**config.mk**
```make
export PLATFORM = sky130hd
export DESIGN_NAME = dr_adder
export DESIGN_NICKNAME = d
export VERILOG_FILES = /design/src/rtl/dr_adder.sv
export SDC_FILE = /design/constraint.sdc
export NUM_CORES = 1
export LEC_CHECK = 0
export ABC_CLOCK_PERIOD_IN_PS = 3850
export BUFFER_PORTS_ARGS = -buffer_cell sky130_fd_sc_hd__buf_2
export CAP_MARGIN = 20
export CORE_MARGIN = 1
export CORE_UTILIZATION = 60
export DETAILED_ROUTE_END_ITERATION = 16
export PLACE_DENSITY = 0.88
export RECOVER_POWER = 50
export SLEW_MARGIN = 20
export SYNTH_ARGS = -nofsm -noshare
export SYNTH_HDL_FRONTEND = slang
export SYNTH_SLANG_ARGS = --single-unit
export TNS_END_PERCENT = 100
```
**constraint.sdc**
```tcl
create_clock -name clk -period 3.85 [get_ports clk]
set_input_delay 0.9625 -clock clk [delete_from_list [all_inputs] [get_ports clk]]
set_output_delay 0.9625 -clock clk [all_outputs]
set_load 0.005 [all_outputs]
```
**src/rtl/dr_adder.sv**
```systemverilog
`timescale 1ns/1ps
module dr_adder #(
  parameter int W = 8
) (
  input  logic         clk,
  input  logic         rst_n,
  input  logic [W-1:0] a_t,
  input  logic [W-1:0] a_f,
  input  logic [W-1:0] b_t,
  input  logic [W-1:0] b_f,
  output logic         in_ack,
  output logic [W-1:0] s_t,
  output logic [W-1:0] s_f,
  output logic         co_t,
  output logic         co_f,
  output logic         done,
  input  logic         out_ack,
  output logic         err
);
  localparam int CW = $clog2(W + 1) + 1;

  logic         busy;
  logic [W-1:0] ra_t, ra_f, rb_t, rb_f;
  logic [W-1:0] c_t, c_f;
  logic [W-1:0] gen, kil, prp, ci_t, ci_f, nc_t, nc_f;
  logic         in_valid, in_spacer, accept;
  logic [CW-1:0] steps;

  assign in_valid  = (&(a_t ^ a_f)) & (&(b_t ^ b_f));
  assign in_spacer = ~|{a_t, a_f, b_t, b_f};
  assign err       = |{a_t & a_f, b_t & b_f};
  assign accept    = ~busy & ~in_ack & ~out_ack & in_valid;

  assign gen  = ra_t & rb_t;
  assign kil  = ra_f & rb_f;
  assign prp  = (ra_t & rb_f) | (ra_f & rb_t);
  assign ci_t = {c_t[W-2:0], 1'b0};
  assign ci_f = {c_f[W-2:0], busy};
  assign nc_t = gen | (prp & ci_t);
  assign nc_f = kil | (prp & ci_f);

  assign s_t  = (prp & ci_f) | ((gen | kil) & ci_t);
  assign s_f  = (prp & ci_t) | ((gen | kil) & ci_f);
  assign co_t = c_t[W-1];
  assign co_f = c_f[W-1];
  assign done = busy & (&(s_t | s_f)) & (co_t | co_f);

  always_ff @(posedge clk or negedge rst_n) begin
    if (!rst_n) begin
      busy <= 1'b0;
      ra_t <= '0; ra_f <= '0; rb_t <= '0; rb_f <= '0;
      c_t  <= '0; c_f  <= '0;
    end else if (accept) begin
      busy <= 1'b1;
      ra_t <= a_t; ra_f <= a_f; rb_t <= b_t; rb_f <= b_f;
      c_t  <= '0; c_f  <= '0;
    end else if (done && out_ack) begin
      busy <= 1'b0;
      ra_t <= '0; ra_f <= '0; rb_t <= '0; rb_f <= '0;
      c_t  <= '0; c_f  <= '0;
    end else if (busy) begin
      c_t <= nc_t;
      c_f <= nc_f;
    end
  end

  always_ff @(posedge clk or negedge rst_n) begin
    if (!rst_n)         in_ack <= 1'b0;
    else if (accept)    in_ack <= 1'b1;
    else if (in_spacer) in_ack <= 1'b0;
  end

  always_ff @(posedge clk or negedge rst_n) begin
    if (!rst_n)              steps <= '0;
    else if (accept)         steps <= '0;
    else if (busy && !done)  steps <= steps + 1'b1;
  end

  AST_RAIL_EXCL: assert property (@(posedge clk) disable iff (!rst_n)
    ((s_t & s_f) == '0) && !(co_t && co_f));
  AST_MONOTONIC: assert property (@(posedge clk) disable iff (!rst_n)
    !(done && out_ack) |=> (((s_t & $past(s_t)) == $past(s_t)) && ((s_f & $past(s_f)) == $past(s_f))));
  AST_ACCEPT_VALID: assert property (@(posedge clk) disable iff (!rst_n)
    $rose(in_ack) |-> $past(in_valid));
  AST_NO_ACCEPT_ILLEGAL: assert property (@(posedge clk) disable iff (!rst_n)
    err |=> !$rose(in_ack));
  AST_LATENCY_BOUND: assert property (@(posedge clk) disable iff (!rst_n)
    (busy && !done) |-> (int'(steps) < W));
  AST_RESULT_HOLD: assert property (@(posedge clk) disable iff (!rst_n)
    (done && !out_ack) |=> (done && $stable(s_t) && $stable(s_f) && $stable(co_t)));
  AST_RETURN_SPACER: assert property (@(posedge clk) disable iff (!rst_n)
    (done && out_ack) |=> (!done && s_t == '0 && s_f == '0 && !co_t && !co_f));
endmodule

```
==> key figures <==
Power
  – LEAKAGE: around 1.6 nW
  – Clock share of power: between 40% and 50%
  – Sw Ratio: ~22%
  – Max IR drop VDD: slightly above 0.2 mV
  – Total power: roughly 1.0 mW
  – Sequential fraction of design power: about half
  – Comb power frac: between 6 and 7%
  – Power Density: ~300 nW/µm²
  – Net load switching power: 0.229 mW
  – Pint: 0.811 mW

Final layout
  – Fin util: a little over 70%
  – Nets: between 400 and 500
  – Register area: between 1000 and 1500 µm²
  – Fraction of layout cells with a size suffix above 1: roughly 16%
  – Ant diodes: 0
  – Layout Cells excl Fill: between 400 and 500
  – Filler cells: between 300 and 400
  – P&R area growth vs syn: 14.3%
  – Multi-input logic area: 1660 µm²
  – Post-route cell area: 3430 µm²
  – Most common cell after layout, fill and taps aside: nand2_1
  – Most frequent cells in the layout: 67 x nand2_1, 50 x dfrtp_1, 49 x buf_2

Setup path
  – CP required: about 2.9 ns
  – Startpoint types: flop
  – Crit path cell chain: o22ai_1, nor4_2, o2111ai_2, nor3_1, buf_2
  – Critical path class: flop to primary output
  – Worst Path Arrival: approximately 2.0 ns
  – Crit. End Element: primary output
  – Buf+Inv Stages, Crit Path: 1
  – CP max FO: 7
  – Crit-path max cell delay: 0.53 ns
  – CP top delay family: simple AND/OR/NAND/NOR gates
  – Slowest library cell on the worst path: dfrtp_1

Detailed routing
  – Avg WL per Cell: 17.2 µm
  – ANT nets after route: 0
  – Vias per std cell: 6.57
  – Initial drt markers: 348
  – Residual DRC: 0
  – 1st-pass router iterations: 5
  – DR vias: roughly 3,000
  – Routed WL: around 7900 µm

Synthesis
  – Yosys Warn Count: 0
  – Post-synthesis cell count: around 340
  – Syn nets: about 390
  – Post-synth cell types: 27
  – Synth Register Bits: 50
  – Post-synth EDFFs: 0
  – Sequential area share after synthesis: 41.7%
  – Post-Syn Area: between 3000 and 4000 µm²
  – Post-synth top flop: dfrtp_1
  – Async set or reset register ratio after synthesis: 100%
  – Syn_area_per_cell: 8.90 µm²

Outcome
  – Failing checks: max-capacitance violations, max-slew violations
  – Outcome: finished, violations left

Floorplanning
  – Core Rows: 25
  – IO Count: 56
  – Die span in y: between 70 and 80 µm
  – Core Footprint: between 4000 and 5000 µm²
  – Initial core utilization: between 60% and 70%
  – Die ar.: ~5300 µm²
  – Die X: around 73 µm

Timing
  – Max-slew violation count: just over 50
  – Final worst slack: roughly 0.87 ns
  – Clock skew after layout: between 0.01 and 0.015 ns
  – Setup TNS: 0 ns
  – Crit share post-route: between 70% and 80%
  – F_max: 336 MHz
  – Slew @ Worst Pin: about 2.6 ns
  – RSZ-0062 raised after global routing: false
  – Final hold vios: 0
  – Final setup violation count: 0
  – Max_slew headroom: -73.2%
  – Final min period: ~3.0 ns
  – Hold Slack: 0.604 ns

Placement
  – Dpl hpwl: ~5700 µm
  – Area after DPL: roughly 3300 µm²
  – I/O Buffers: 55
  – Placer congestion estimate: 0.846
  – Setup Slack @ Placement: approximately 0.97 ns
  – Placed instance count: 448

Clock tree
  – CTS Hold Buffers Added: 0
  – Post_cts resized: 0
  – CTS tree: yes
  – Setup bufs post-CTS: 0
  – Root Buffer: clkbuf_8
  – Worst-skew pair later-pin latency: ~0.31 ns
  – CTS buffer count: 5
  – # clock sinks: 50
  – CTS max path bufs: 2
  – Htree depth: 2
  – Clock transition at path regs: 0.09 ns

Global routing
  – Initial antenna violation count: 0
  – First-pass GRT wire length: ~13,000 µm
  – Vias in the first global route: 2,679
  – Largest net degree at the start of global routing: 51
  – Grt total ovfl: 0
  – GR Util All Layers: between 30% and 40%

Job
  – Max-cap violations: 1

Hold path
  – Hold Path Class: flop to flop
==> layer usage <==
metal	track usage (%)	vias up	wire length, µm
met4	12.4	0	194
met3	4.97	19	556
li1	-	1382	-
met2	50.1	168	3710
met5	0	-	0
met1	46.0	1427	3400
==> power by group through the flow <==
stage	combinational (mW)	sequential (mW)	clock, mW
5_1_grt	0.0799	0.527	0.467
3_3_place_gp	0.0676	0.537	0
6_report	0.0702	0.526	0.444
2_1_floorplan	0.0224	0.537	0
3_5_place_dp	0.0696	0.537	0
4_1_cts	0.0700	0.526	0.445
==> cell usage after synthesis, drive strengths merged (7+ instances only) <==
master | count | share of area (%)
nor3 | 19 | 3.2
a32oi | 7 | 2.0
nand2 | 67 | 8.4
a22oi | 9 | 2.3
ha | 16 | 6.7
a21o | 7 | 1.8
a22o | 35 | 10
nor2 | 22 | 2.8
nor4 | 16 | 4.5
clkbuf | 11 | 1.4
o22ai | 8 | 1.7
dfrtp | 50 | 42
a21oi | 17 | 2.8
o21ai | 34 | 5.7
==> cells by family after synthesis <==
| family | after synthesis | synth area share, % |
|---|---|---|
| buffers and inverters | 17 | 3.13 |
| adders and majority gates | 16 | 6.67 |
| and+or+nand+nor | 134 | 21.0 |
| DFF | 50 | 41.7 |
| AOI/OAI and AO/OA | 120 | 27.5 |
==> final timing paths <==
path / start / endpoint / slack (ns) / depth (start not counted)
setup / recovery: rb_t[4]$_DFFE_PN0P_ / done / 0.87 / 5
hold / removal: in_ack$_DFFE_PN0P_ / in_ack$_DFFE_PN0P_ / 0.60 / 2
setup reg to reg: rb_t[4]$_DFFE_PN0P_ / busy$_DFFE_PN0P_ / 1.36 / 5
hold reg to reg: in_ack$_DFFE_PN0P_ / in_ack$_DFFE_PN0P_ / 0.60 / 2
max in group asynchronous: rst_n / ra_t[6]$_DFFE_PN0P_ / 0.92 / 1
min in group asynchronous: rst_n / c_f[2]$_DFFE_PN0P_ / 1.45 / 1
==> tightest hold or removal path, cell delays in order (launching register included) <==
cell and delay (ns):
dfrtp_1 0.40, o21ai_0 0.11, nand2_1 0.07
==> registers in the layout, indices dropped and copies added (netlist names) <==
register  flops
c_f           8
c_t           8
ra_f          8
ra_t          8
rb_f          8
rb_t          8
busy          1
in_ack        1
==> final cells by class <==
class	instances	share of cell area, %
clock inverters	3	2.01
inverters	2	0.219
repair buffers	59	8.57
multi-input cells	270	48.3
flip-flops and latches	50	36.5
clock buffers	5	2.01
well taps	67	2.44
(Power assumes the default switching activity.)
